[src/rtl/tdm_pkg.sv]
package tdm_pkg;

  // Strobes from the link control to the datapath, one cycle each.
  typedef struct packed {
    logic frameStart;  // frame-sync edge seen at a rising bit-clock edge
    logic txLoad;      // falling edge at bit 0 of a slot: load new word
    logic txAdvance;   // falling edge inside a frame: present next bit
    logic txIdle;      // falling edge outside a frame: drive zero
    logic rxSample;    // rising edge inside a frame: sample one bit
    logic rxUse;       // sampled bit lies within the word length
    logic rxFirst;     // sampled bit is the first of its slot
    logic rxLast;      // sampled bit is the last of its slot
  } tdmStrobes_t;

  // Word length in bits for each select code.
  function automatic logic [5:0] decodeLen(input logic [2:0] sel);
    case (sel)
      3'd0:    return 6'd8;
      3'd1:    return 6'd16;
      3'd2:    return 6'd18;
      3'd3:    return 6'd20;
      3'd4:    return 6'd24;
      default: return 6'd32;
    endcase
  endfunction

endpackage

[src/rtl/tdm_link_ctrl.sv]
module tdm_link_ctrl
  import tdm_pkg::*;
#(
  parameter int CH_W      = 3,
  parameter int SLOT_BITS = 32,
  parameter int LEN_W     = $clog2(SLOT_BITS + 1)
) (
  input  logic                clk,
  input  logic                rstN,
  input  logic                sckIn,
  input  logic                fsIn,
  input  logic                sdIn,
  input  logic [CH_W-1:0]     chanCountM1,
  input  logic [LEN_W-1:0]    wordLen,
  output tdmStrobes_t         strobes,
  output logic [CH_W-1:0]     chan,
  output logic                sdSample
);

  localparam int BIT_W = $clog2(SLOT_BITS);
  localparam logic [BIT_W-1:0] LAST_BIT = BIT_W'(SLOT_BITS - 1);

  logic sckQ, sckPrev, fsQ, sdQ, fsAtRise;
  logic running;
  logic [BIT_W-1:0] posBit;
  logic [CH_W-1:0]  posChan;

  logic sckRise, sckFall, fsEdge, lastBit, lastChan;

  assign sckRise  = sckQ & ~sckPrev;
  assign sckFall  = ~sckQ & sckPrev;
  assign fsEdge   = sckRise & fsQ & ~fsAtRise;
  assign lastBit  = (posBit == LAST_BIT);
  assign lastChan = (posChan >= chanCountM1);

  always_ff @(posedge clk) begin
    if (!rstN) begin
      sckQ     <= 1'b0;
      sckPrev  <= 1'b0;
      fsQ      <= 1'b0;
      sdQ      <= 1'b0;
      fsAtRise <= 1'b0;
      running  <= 1'b0;
      posBit   <= '0;
      posChan  <= '0;
    end else begin
      sckQ    <= sckIn;
      sckPrev <= sckQ;
      fsQ     <= fsIn;
      sdQ     <= sdIn;
      if (sckRise) begin
        fsAtRise <= fsQ;
        if (fsEdge) begin
          running <= 1'b1;
          posBit  <= '0;
          posChan <= '0;
        end else if (running) begin
          if (lastBit) begin
            posBit <= '0;
            if (lastChan) running <= 1'b0;
            else          posChan <= posChan + 1'b1;
          end else begin
            posBit <= posBit + 1'b1;
          end
        end
      end
    end
  end

  always_comb begin
    strobes            = '0;
    strobes.frameStart = fsEdge;
    strobes.rxSample   = sckRise & ~fsEdge & running;
    strobes.rxUse      = int'(posBit) < int'(wordLen);
    strobes.rxFirst    = (posBit == '0);
    strobes.rxLast     = lastBit;
    strobes.txLoad     = sckFall & running & (posBit == '0);
    strobes.txAdvance  = sckFall & running;
    strobes.txIdle     = sckFall & ~running;
  end

  assign chan     = posChan;
  assign sdSample = sdQ;

endmodule

[src/rtl/tdm_datapath.sv]
module tdm_datapath
  import tdm_pkg::*;
#(
  parameter int CH_W      = 3,
  parameter int SLOT_BITS = 32,
  parameter int LEN_W     = $clog2(SLOT_BITS + 1)
) (
  input  logic                 clk,
  input  logic                 rstN,
  input  tdmStrobes_t          strobes,
  input  logic [CH_W-1:0]      chan,
  input  logic                 sdSample,
  input  logic [CH_W-1:0]      chanCountM1,
  input  logic [LEN_W-1:0]     wordLen,
  input  logic [SLOT_BITS-1:0] txData,
  input  logic                 txValid,
  output logic                 txReady,
  output logic [CH_W-1:0]      txChan,
  output logic                 txUnderrun,
  output logic                 sdOut,
  output logic [SLOT_BITS-1:0] rxData,
  output logic                 rxValid,
  output logic [CH_W-1:0]      rxChan
);

  localparam int MSB = SLOT_BITS - 1;

  logic [SLOT_BITS-1:0] txHold, txShift, aligned;
  logic                 txFull, sdOutR, underrunR;
  logic [CH_W-1:0]      nextChan;
  logic [SLOT_BITS-1:0] rxShift, rxBase, rxNext, rxDataR;
  logic                 rxValidR;
  logic [CH_W-1:0]      rxChanR;

  // Left-adjust the low wordLen bits of the held word; the rest stays zero.
  always_comb begin
    aligned = '0;
    for (int i = 0; i < SLOT_BITS; i++) begin
      if (i < int'(wordLen)) aligned[MSB-i] = txHold[int'(wordLen) - 1 - i];
    end
  end

  // Receive shift: clear at slot start, shift in only bits inside the word.
  always_comb begin
    rxBase = strobes.rxFirst ? '0 : rxShift;
    rxNext = strobes.rxUse ? {rxBase[MSB-1:0], sdSample} : rxBase;
  end

  always_ff @(posedge clk) begin
    if (!rstN) begin
      txHold    <= '0;
      txFull    <= 1'b0;
      txShift   <= '0;
      sdOutR    <= 1'b0;
      underrunR <= 1'b0;
      nextChan  <= '0;
      rxShift   <= '0;
      rxDataR   <= '0;
      rxValidR  <= 1'b0;
      rxChanR   <= '0;
    end else begin
      underrunR <= 1'b0;
      rxValidR  <= 1'b0;

      if (txValid && !txFull) begin
        txHold <= txData;
        txFull <= 1'b1;
      end

      if (strobes.frameStart) nextChan <= '0;

      if (strobes.txLoad) begin
        if (txFull) begin
          sdOutR  <= aligned[MSB];
          txShift <= aligned << 1;
          txFull  <= 1'b0;
        end else begin
          sdOutR    <= 1'b0;
          txShift   <= '0;
          underrunR <= 1'b1;
        end
        nextChan <= (chan >= chanCountM1) ? '0 : chan + 1'b1;
      end else if (strobes.txAdvance) begin
        sdOutR  <= txShift[MSB];
        txShift <= txShift << 1;
      end else if (strobes.txIdle) begin
        sdOutR <= 1'b0;
      end

      if (strobes.rxSample) begin
        rxShift <= rxNext;
        if (strobes.rxLast) begin
          rxDataR  <= rxNext;
          rxValidR <= 1'b1;
          rxChanR  <= chan;
        end
      end
    end
  end

  assign txReady    = ~txFull;
  assign txChan     = nextChan;
  assign txUnderrun = underrunR;
  assign sdOut      = sdOutR;
  assign rxData     = rxDataR;
  assign rxValid    = rxValidR;
  assign rxChan     = rxChanR;

endmodule

[src/rtl/tdm_serial_port.sv]
module tdm_serial_port
  import tdm_pkg::*;
#(
  parameter int CH_W      = 3,
  parameter int SLOT_BITS = 32
) (
  input  logic                 clk,
  input  logic                 rstN,
  input  logic                 sckIn,
  input  logic                 fsIn,
  input  logic                 sdIn,
  input  logic [CH_W-1:0]      chanCountM1,
  input  logic [2:0]           wordLenSel,
  input  logic [SLOT_BITS-1:0] txData,
  input  logic                 txValid,
  output logic                 txReady,
  output logic [CH_W-1:0]      txChan,
  output logic                 txUnderrun,
  output logic                 sdOut,
  output logic [SLOT_BITS-1:0] rxData,
  output logic                 rxValid,
  output logic [CH_W-1:0]      rxChan
);

  localparam int LEN_W = $clog2(SLOT_BITS + 1);

  logic [LEN_W-1:0] decoded, wordLen;
  tdmStrobes_t      strobes;
  logic [CH_W-1:0]  chan;
  logic             sdSample;

  assign decoded = LEN_W'(decodeLen(wordLenSel));
  assign wordLen = (int'(decoded) > SLOT_BITS) ? LEN_W'(SLOT_BITS) : decoded;

  tdm_link_ctrl #(.CH_W(CH_W), .SLOT_BITS(SLOT_BITS), .LEN_W(LEN_W)) u_ctrl (
    .clk(clk), .rstN(rstN), .sckIn(sckIn), .fsIn(fsIn), .sdIn(sdIn),
    .chanCountM1(chanCountM1), .wordLen(wordLen),
    .strobes(strobes), .chan(chan), .sdSample(sdSample)
  );

  tdm_datapath #(.CH_W(CH_W), .SLOT_BITS(SLOT_BITS), .LEN_W(LEN_W)) u_data (
    .clk(clk), .rstN(rstN), .strobes(strobes), .chan(chan),
    .sdSample(sdSample), .chanCountM1(chanCountM1), .wordLen(wordLen),
    .txData(txData), .txValid(txValid), .txReady(txReady),
    .txChan(txChan), .txUnderrun(txUnderrun), .sdOut(sdOut),
    .rxData(rxData), .rxValid(rxValid), .rxChan(rxChan)
  );

endmodule

[config.mk]
export PLATFORM = sky130hd
export DESIGN_NAME = tdm_serial_port
export DESIGN_NICKNAME = d
export VERILOG_FILES = /design/src/rtl/tdm_pkg.sv /design/src/rtl/tdm_link_ctrl.sv /design/src/rtl/tdm_datapath.sv /design/src/rtl/tdm_serial_port.sv
export SDC_FILE = /design/constraint.sdc
export NUM_CORES = 1
export LEC_CHECK = 0
export ABC_AREA = 0
export BUFFER_PORTS_ARGS = -buffer_cell sky130_fd_sc_hd__clkbuf_2
export CORE_MARGIN = 3
export CORE_UTILIZATION = 40
export DETAILED_ROUTE_END_ITERATION = 6
export HOLD_SLACK_MARGIN = 0.05
export PLACE_DENSITY = 0.62
export SYNTH_ARGS = -nofsm -noshare
export SYNTH_HDL_FRONTEND = slang
export SYNTH_HIERARCHICAL = 1
export SYNTH_SLANG_ARGS = --single-unit
[constraint.sdc]
create_clock -name clk -period 4.15 [get_ports clk]
set_input_delay 1.245 -clock clk [delete_from_list [all_inputs] [get_ports clk]]
set_output_delay 1.245 -clock clk [all_outputs]
set_load 0.05 [all_outputs]
# [Word-level counts from Yosys, hierarchy flattened]
# Cells that the tools add are included.
[totals] input_bits=44 register_bits=152
[op_classes] n_reduce_logical=14 bitwise=15 n_eq_ne=6 muxes=158 n_lt_le_gt_ge=67 add_sub_neg=34
[op_table] op="$lt A32 B7 Y1 const B" count=32
[op_table] op="$sub A32 B6 Y32 const B" count=16
[op_table] op="$sub A32 B5 Y32 const B" count=8
[op_table] op="$bmux W1 S5" count=32
[op_table] op="$mux W32" count=5
[op_table] op="$sub A32 B4 Y32 const B" count=4
[op_table] op="$mux W1" count=109
[op_table] op="$lt A5 B6 Y1 const A" count=16
[op_table] op="$sub A32 B3 Y32 const B" count=2
[op_table] op="$lt A4 B6 Y1 const A" count=8
[op_table] op="$sub A32 B2 Y32 const B" count=1
[op_table] op="$pmux W6 S5" count=1
[op_table] op="$lt A3 B6 Y1 const A" count=4
[op_table] op="$mux W3" count=7
[op_table] op="$mux W5" count=3
[op_table] op="$lt A1 B6 Y1 const A" count=2
[op_table] op="$lt A2 B6 Y1 const A" count=2
[op_table] op="$and A1 B1 Y1" count=9
[op_table] op="$reduce_and A2 Y1" count=4
[op_table] op="$reduce_bool A2 Y1" count=4
[op_table] op="$sub A6 B1 Y7 const B" count=1
[op_table] op="$eq A3 B2 Y1 const B" count=2
[op_table] op="$gt A6 B6 Y1 const B" count=1
[op_table] op="$lt A5 B6 Y1" count=1
[op_table] op="other kinds (15)" count=20

# [Logic depth before layout (Yosys ltp)]
# Gate-level depths: netlist (run 1).
[logic_depth] word_depth=12 mapped_depth=16 depth_no_buf=11

# [By module]
# The synthesis (run 1) kept the hierarchy.
[by_module_without_submodules] mod="tdm_datapath" area_per_inst_um2=8712.1 cells_per_inst=1017 seq_area_each_um2=2742.6 instances=1
[by_module_without_submodules] mod="tdm_link_ctrl" area_per_inst_um2=840.8 cells_per_inst=97 seq_area_each_um2=280.3 instances=1
[by_module_without_submodules] mod="tdm_serial_port" area_per_inst_um2=41.3 cells_per_inst=7 seq_area_each_um2=0.0 instances=1

# [Least setup slack after synthesis (run 1)]
# No wires, ideal clock.
[synth_path] kind="input port to flip-flop" start="input wordLenSel[0]" end="register u_data.txShift[24]" arrival_ns=4.147 path_buffers=3 setup_slack_ns=-0.112 setup_ns=0.115 cell_stages=11 required_ns=4.035 cell_sequence="nor3b_1 > buf_2 > inv_1 > ha_1 > buf_6 > buf_6 > mux2_2 > o21a_1 > mux4_2 > mux2_2 > o21a_1"
[synth_via] elab_chain_len=12 word_cells_on_any_way=17 classes_between="2 x add/sub; 2 x order compare; 4 x eq/ne; 8 x mux; 1 x reduce/logical"
[synth_lines] element="start: declaration" line="tdm_serial_port.sv:13" rtl="input logic [2:0] wordLenSel,"
[synth_lines] element="$eq A3 B3 Y1, or another cell as far along" line="tdm_pkg.sv:17" rtl="case (sel)"
[synth_lines] element="$pmux W6 S5 *" line="tdm_pkg.sv:17"
[synth_lines] element="$gt A6 B6 Y1" line="tdm_serial_port.sv:33" rtl="assign wordLen = (int'(decoded) > SLOT_BITS) ? LEN_W'(SLOT_BITS) : decoded;"
[synth_lines] element="$mux W6 *" line="tdm_serial_port.sv:33"
[synth_lines] element="$sub A6 B1 Y7" line="tdm_datapath.sv:39" rtl="if (i < int'(wordLen)) aligned[MSB-i] = txHold[int'(wordLen) - 1 - i];"
[synth_lines] element="$sub A32 B5 Y32" line="tdm_datapath.sv:39"
[synth_lines] element="$bmux W1 S5" line="tdm_datapath.sv:39"
[synth_lines] element="$mux W1 (implied by the code) (2 in series)" line="tdm_datapath.sv:39"
[synth_lines] element="$mux W1 *" line="tdm_datapath.sv:39"
[synth_lines] element="$mux W32 *" line="tdm_datapath.sv:73" rtl="if (txFull) begin"
[synth_lines] element="$mux W32 *" line="tdm_datapath.sv:72" rtl="if (strobes.txLoad) begin"
[synth_lines] element="end signal: assignment" line="tdm_datapath.sv:75" rtl="txShift <= aligned << 1;"
[synth_lines] element="end signal: assignment" line="tdm_datapath.sv:85" rtl="txShift <= txShift << 1;"
[synth_lines] element="end: declaration" line="tdm_datapath.sv:28" rtl="logic [SLOT_BITS-1:0] txHold, txShift, aligned;"
# Mark *: on every way between the ends. The rest lies on a longest branch, timed or not. The select of a mux whose other input is x is not followed.
# A chain may end at the register's enable or synchronous reset.

# [Worst setup path in the final report (run 1)]
[layout_path] start="input wordLenSel[0]" end="register u_data.sdOutR (netlist: u_data/sdOut)"
[layout_via] elab_chain_len=11 word_cells_on_any_way=16 classes_between="1 x add/sub; 2 x order compare; 4 x eq/ne; 8 x mux; 1 x reduce/logical"
[layout_lines] element="$eq A3 B3 Y1, or another cell as far along" line="tdm_pkg.sv:17"
[layout_lines] element="$pmux W6 S5 *" line="tdm_pkg.sv:17"
[layout_lines] element="$gt A6 B6 Y1" line="tdm_serial_port.sv:33"
[layout_lines] element="$mux W6 *" line="tdm_serial_port.sv:33"
[layout_lines] element="via wordLen[1]" line="tdm_serial_port.sv:27" rtl="logic [LEN_W-1:0] decoded, wordLen;"
[layout_lines] element="$sub A6 B1 Y7" line="tdm_datapath.sv:39"
[layout_lines] element="$bmux W1 S5" line="tdm_datapath.sv:39"
[layout_lines] element="$mux W1 (implied by the code) (2 in series)" line="tdm_datapath.sv:39"
[layout_lines] element="$mux W1 *" line="tdm_datapath.sv:39"
[layout_lines] element="$mux W1 *" line="tdm_datapath.sv:73"
[layout_lines] element="$mux W1 *" line="tdm_datapath.sv:72"
[layout_lines] element="end signal: assignment" line="tdm_datapath.sv:74" rtl="sdOutR <= aligned[MSB];"
[layout_lines] element="end signal: assignment" line="tdm_datapath.sv:84" rtl="sdOutR <= txShift[MSB];"
[layout_lines] element="end: declaration" line="tdm_datapath.sv:29" rtl="logic txFull, sdOutR, underrunR;"
# Mark *: on every way through the listed nets, which the timed path passes. The rest lies on a longest branch. The select of a mux whose other input is x is not followed.

==> impl_metrics.toml, run 1 <==
[pwr]
cellLeakagePower_nw = 4.35
vdd_ir_drop_max_mv = 0.203
power_density_nw_per_um2 = 355

[timing]
fmax_mhz = 266
rsz0062_at_grt = "no"
tightest_slew_ns = 1.09
fin_crit_ns = 3.75
setup_viol = 0
fin_skew_ns = 0.0180
slew_headroom_pct = 26.7
fin_crit_sh_pct = 90.5
drv_slew = 0
final.setup.tns_ns = 0
hold_viol = 0

[route]
drc = 0
antenna_left = 0
drt-initial-drc-count = 789
drt-vias-per-instance = 5.38
routed_wirelength_um = 25000
vias = 8165
wl_per_cell_um = 16.5
dr.pass1.iters = 5

[synth]
yosysMostFrequentCell = "nand2_1"
synth.avg_cell_area_sq_um = 8.56
synth_enable_flop_cells = 0
async_flop_share_pct = 0
synth_area_sq_um = 9590
synth.largest_area_cell = "dfxtp_1"
synth_seq_cells = 151
dominantRegCellSynth = "dfxtp_1"
yosysWarnings = 6
synth_top_area_share_pct = 31.5
ys_top_cells_by_area = "dfxtp_1 (32%), mux2i_1 (18%), nand2_1 (7.3%)"
synth.distinct_cells = 68
synth_seq_area_share_pct = 31.5
synthCells = 1121
yosys-top-cells-count = "nand2_1 (187), mux2i_1 (170), dfxtp_1 (151)"

[placement]
place_inst = 1488
io_buffers = 85
gp_congestion = 0.906
hpwl_um = 18000

[floorplanning]
fp.dieW_um = 161
die_area_sq_um = 25900
io-pin-count = 86
core_area_sq_um = 23500
initial_core_util_pct = 40.8
fp-row-count = 56
die_y_um = 161

[flow_run]
cap_violations = 0

[finish]
instances_no_fill = 1518
final_nets = 1252
drive_above_1_share_pct = 17.0
fillCellCount = 2340
n_antenna_cell = 0
syn2layout_area_growth_pct = 14.8

[worst_setup_path]
end_kind = "flop"
required_ns = 4.43
crit_type = "in -> reg"
worstPathArrival_ns = 4.03
cp_max_fo = 30
cp-start-kind = "primary input"

[global_routing]
grt_max_degree = 103
grt_pass1_vias = 7763
grt_antenna_before_repair = 0
grt_pass1_wl_um = 41000
grt_util_all_layers_pct = 19.4
overflow = 0

[clock_tree]
cts_tree = "yes"
htreeDepth = 4
clock_latency_ns = 0.42
clk_pin_slew_worst_paths_ns = 0.06
clock_sinks = 151
cts_resized = 0
cts_hold_buf = 0
clk_path_buf_depth = 2
cts_setup_buffers = 0
numCtsBuffers = 17
root_buffer = "clkbuf_16"

[status]
status = "finished, final reports clean"

[min_path]
min_path_type = "reg -> reg"
-- cell usage in the layout (no fill, tap or decap), types with 4 or more instances in the layout --
master	netlist	layout
mux2_2	23	23
xnor2_1	22	22
o22ai_1	11	11
buf_4	6	32
mux2i_1	170	170
a211o_1	4	4
dfxtp_1	151	151
o32ai_1	8	8
nor2b_1	44	43
a21oi_1	37	37
a211oi_1	6	6
nand2b_1	4	4
nor3_1	11	11
nand2_1	187	186
o21ai_0	41	41
bufinv_16	0	4
a31oi_1	5	5
o2bb2ai_1	4	4
a21boi_0	68	68
and3_1	7	7
inv_1	27	27
buf_12	0	4
xnor2_2	4	4
conb_1	1	6
nand3_1	12	12
mux4_2	8	8
clkbuf_2	0	84
a22oi_1	7	7
o21a_1	9	9
and2_1	8	8
o211ai_1	10	10
xor2_1	8	8
nor3b_1	6	5
clkbuf_16	0	17
nor2_1	74	73
or2_2	4	4
o221ai_1	6	6
ha_1	20	19
-- stage by stage --
step	instance area (sq um)	setup WS [ns]	hold WS (ns)	utilization (%)	power [mW]
after global placement	10400	0.0964	0.437	44.2	2.28
final	11000	0.396	0.455	46.8	3.91
after detailed placement	10400	0.0513	0.449	44.2	2.29
after CTS	11000	0.482	0.464	46.8	3.93
after global routing	11000	0.300	0.480	46.8	4.07
after floorplan	9620	0.148	0.441	-	2.09
-- area by class of cell --
| class | count | area (sq um) | share of cell area (%) |
|---|---|---|---|
| Inverter | 27 | 101 | 0.920 |
| Clock inverter | 12 | 176 | 1.60 |
| Sequential cell | 151 | 3020 | 27.5 |
| Tap cell | 319 | 399 | 3.62 |
| Clock buffer | 18 | 439 | 3.99 |
| Multi-Input combinational cell | 871 | 6130 | 55.7 |
| Timing Repair Buffer | 120 | 741 | 6.73 |
-- sequential cells by signal (all words and copies together), names as in the netlist, 3 cells and up --
name,count
u_ctrl/chan,3
u_ctrl/posBit,5
u_data/rxChan,3
u_data/rxData,32
u_data/rxShift,32
u_data/txChan,3
u_data/txHold,32
u_data/txShift,31
-- cells by family (layout without fill, tap and decap cells) --
logic type / Yosys count / after routing / synth area share (%)
flip-flops: 151 / 151 / 31.5
adder cells (fa/ha/maj): 20 / 20 / 2.61
AO/OA/AOI/OAI: 235 / 235 / 16.7
other: 1 / 6 / 0.0391
multiplexers: 202 / 202 / 22.6
XOR/XNOR: 36 / 36 / 3.87
AND/OR/NAND/NOR: 372 / 372 / 17.6
buffers and inverters: 104 / 177 / 5.05
-- worst paths after layout --
check | start | to | slack (ns) | depth (start not counted)
worst max-delay path | wordLenSel[0] | u_data/sdOut | 0.40 | 11
worst min-delay path | u_data/txChan[2] | u_data/txChan[2] | 0.45 | 2
worst max register to register | u_ctrl/posBit[0] | u_data/txShift[6] | 1.15 | 10
worst min register to register | u_data/txChan[2] | u_data/txChan[2] | 0.45 | 2
-- where the power goes --
| group | leakage [nW] | internal, mW | total (mW) | switching (mW) |
|---|---|---|---|---|
| Clock | 0.298 | 1.02 | 1.64 | 0.625 |
| Combinational | 2.83 | 0.335 | 0.776 | 0.441 |
| Sequential | 1.22 | 1.47 | 1.50 | 0.0222 |
-- routing by layer --
| metal | GRT usage, % | vias to the layer above | part of all wire, % |
|---|---|---|---|
| met5 | 0 | - | 0 |
| met4 | 5.44 | 0 | 2.0 |
| met3 | 2.91 | 32 | 5.4 |
| met2 | 29.3 | 222 | 43 |
| met1 | 28.7 | 3836 | 49 |
| li1 | - | 4075 | - |
-- critical path, cell delays in order --
cell,delay (ns)
clkbuf_2,0.12
nor3b_2,0.30
inv_1,0.13
ha_2,0.44
buf_12,0.23
mux2_2,0.39
o21ai_0,0.24
mux2i_1,0.15
mux2_2,0.31
mux2i_1,0.32
o22ai_1,0.13
No activity file was read; power rests on OpenSTA's default activity.
==> run 2: changes to the inputs <==
--- a/config.mk
+++ b/config.mk
@@ -14,5 +14,4 @@
 export PLACE_DENSITY = 0.62
 export SYNTH_ARGS = -nofsm -noshare
 export SYNTH_HDL_FRONTEND = slang
-export SYNTH_HIERARCHICAL = 1
 export SYNTH_SLANG_ARGS = --single-unit
==> run 2 against run 1 <==
  * Synthesized cell count fell by 17%
  * Highest routed layer unchanged
  * Sequential power barely moved
  * Final cell count fell by 16%
  * Area after synthesis fell by 13%
  * Clock power fell by 7%
  * Wire length fell by 7.6%
  * Clock skew fell by 0.0030 ns
  * Largest power group is now sequential cells
  * Setup slack improved by 0.18 ns
  * Design area fell by 12%
  * Sequential share of layout area rose by 3.7 points
  * Register-to-register slack improved by 0.32 ns
  * Die area fell by 12%
==> impl_metrics.toml, run 2 <==
[status]
status = "finished, final reports clean"

[finish]
fillCellCount = 2056
final_core_util_pct = 47.5
layout_common_cells = "dfxtp_1 (151), a21oi_1 (96), clkbuf_2 (85)"
n_antenna_cell = 0
final_nets = 1052
final_common_cell = "dfxtp_1"
drive_above_1_share_pct = 23.4
syn2layout_area_growth_pct = 15.7

[global_routing]
grt_antenna_before_repair = 0
overflow = 0
grt_pass1_vias = 7008
grt_pass1_wl_um = 37700
grt_max_degree = 115
grt_util_all_layers_pct = 20.7

[worst_setup_path]
path_buf_inv = 2
r2r_slack_ns = 1.47
cp-start-kind = "primary input"
worstPathArrival_ns = 3.89
cp_common_cell = "ha_4"
path_cells = "clkbuf_2 -> nor2b_1 -> nand2_1 -> ha_4 -> ha_4 -> clkinv_2 -> mux4_1 -> mux4_2 -> a221oi_2 -> nor2_1"
cpPeakStageDelay_ns = 0.49
path_delay_family = "multiplexers"
cp_max_fo = 11
required_ns = 4.46
crit_slowest_cell = "mux4_1"
end_kind = "flop"
crit_type = "in -> reg"

[route]
routed_wirelength_um = 23100
antenna_left = 0
wl_per_cell_um = 18.2
vias = 7460
drc = 0
drt-initial-drc-count = 790
dr.pass1.iters = 5
drt-vias-per-instance = 5.86

[timing]
fin_crit_ns = 3.57
hold_viol = 0
fin_crit_sh_pct = 86.1
slew_headroom_pct = 24.5
final.setup.tns_ns = 0
setup_ws_ns = 0.576
fmax_mhz = 280
drv_slew = 0
fin_skew_ns = 0.0150
setup_viol = 0
tightest_slew_ns = 1.13
rsz0062_at_grt = "no"

[flow_run]
cap_violations = 0

[placement]
post-place-ws_ns = 0.154
io_buffers = 85
gp_congestion = 0.932
hpwl_um = 15600

[pwr]
vdd_ir_drop_max_mv = 0.248
p_sw_share_pct = 27.6
cellLeakagePower_nw = 3.60
p_comb_share_pct = 12.0
power_frac_seq_pct = 43.9
p_int_mw = 2.50
clkPwrFrac_pct = 44.1
p_sw_mw = 0.953
power_density_nw_per_um2 = 356

[floorplanning]
core_area_sq_um = 20400
die_y_um = 151
initial_core_util_pct = 41.0
io-pin-count = 86
fp.dieW_um = 151
die_area_sq_um = 22700
fp-row-count = 52

[clock_tree]
cts_hold_buf = 0
clk_pin_slew_worst_paths_ns = 0.06
numCtsBuffers = 17
clock_sinks = 151
root_buffer = "clkbuf_16"
cts_resized = 0
cts_tree = "yes"
htreeDepth = 4
clock_latency_ns = 0.43
clk_path_buf_depth = 2
cts_setup_buffers = 0

[synth]
synth_enable_flop_cells = 0
synth.largest_area_cell = "dfxtp_1"
synth.distinct_cells = 62
synthCells = 932
synth_top_area_share_pct = 36.1
ys_top_cells_by_area = "dfxtp_1 (36%), mux4_2 (10%), a21oi_1 (5.8%)"
synth_seq_cells = 151
synth.avg_cell_area_sq_um = 9.00
synth_area_sq_um = 8380
syn_nets = 993
yosysMostFrequentCell = "dfxtp_1"
synth_seq_area_share_pct = 36.1
async_flop_share_pct = 0
dominantRegCellSynth = "dfxtp_1"
yosysWarnings = 0
yosys-top-cells-count = "dfxtp_1 (151), a21oi_1 (97), nand2_1 (81)"

[min_path]
min_path_type = "reg -> reg"
run 2: power groups by stage:
stage / combinational (mW) / clock [mW] / sequential, mW
global placement: 0.405 / 0 / 1.55
detailed placement: 0.410 / 0 / 1.55
CTS: 0.411 / 1.55 / 1.51
global route: 0.450 / 1.61 / 1.52
finish: 0.414 / 1.52 / 1.52
floorplan: 0.301 / 0 / 1.53
run 2: path summary, 6_finish.rpt:
path,from,to,cells past startpoint
worst min-delay path,u_data.rxData[29],u_data.rxData[29],2
worst max-delay path,wordLenSel[1],u_data.txShift[19],10
worst max register to register,u_ctrl.posBit[1],u_data.txShift[24],8
worst min register to register,u_data.rxData[29],u_data.rxData[29],2
run 2: routing by layer:
metal,wire [um],share of wire [%],GRT usage [%],vias to the layer above
met1,10700,46,30.3,3566
met2,10000,43,29.8,301
met4,438,1.9,6.17,0
li1,-,-,-,3561
met3,1980,8.6,5.75,32
met5,0,0,0,-
run 2: through the flow:
stage               cells  power, mW  instance area [sq um]  hold WS (ns)
finish               1274       3.45                   9700         0.465
global route         1274       3.58                   9700         0.486
CTS                  1274       3.47                   9700         0.468
detailed placement   1242       1.95                   9130         0.459
global placement     1242       1.95                   9130         0.443
floorplan             932       1.83                   8430         0.432
run 2: worst reg2reg max path: stages, from the launching register on:
cell,delay [ns]
dfxtp_1,0.38
inv_1,0.08
ha_1,0.15
or4b_1,0.74
nor3_1,0.50
buf_4,0.28
o21ai_0,0.13
o21ai_0,0.18
o221a_1,0.19
run 2: cells by family (layout without fill, tap and decap cells):
kind of cell,after synthesis,in the layout,share of synthesized area (%)
compound gates,285,285,21.3
flops,151,151,36.1
buf+inv,93,165,4.46
fa+ha+maj,18,18,2.66
mux,100,100,19.1
xor+xnor,3,3,0.313
simple gates,282,282,16.1
run 2: area by class of cell:
type                    instances  area [sq um]  area share (%)
well taps                     270           338            3.48
clock inverters                14           141            1.46
inverters                      19          73.8           0.761
flip-flops and latches        151          3020            31.2
clock buffers                  18           429            4.42
repair buffers                114           656            6.76
multi-input cells             688          5040            52.0
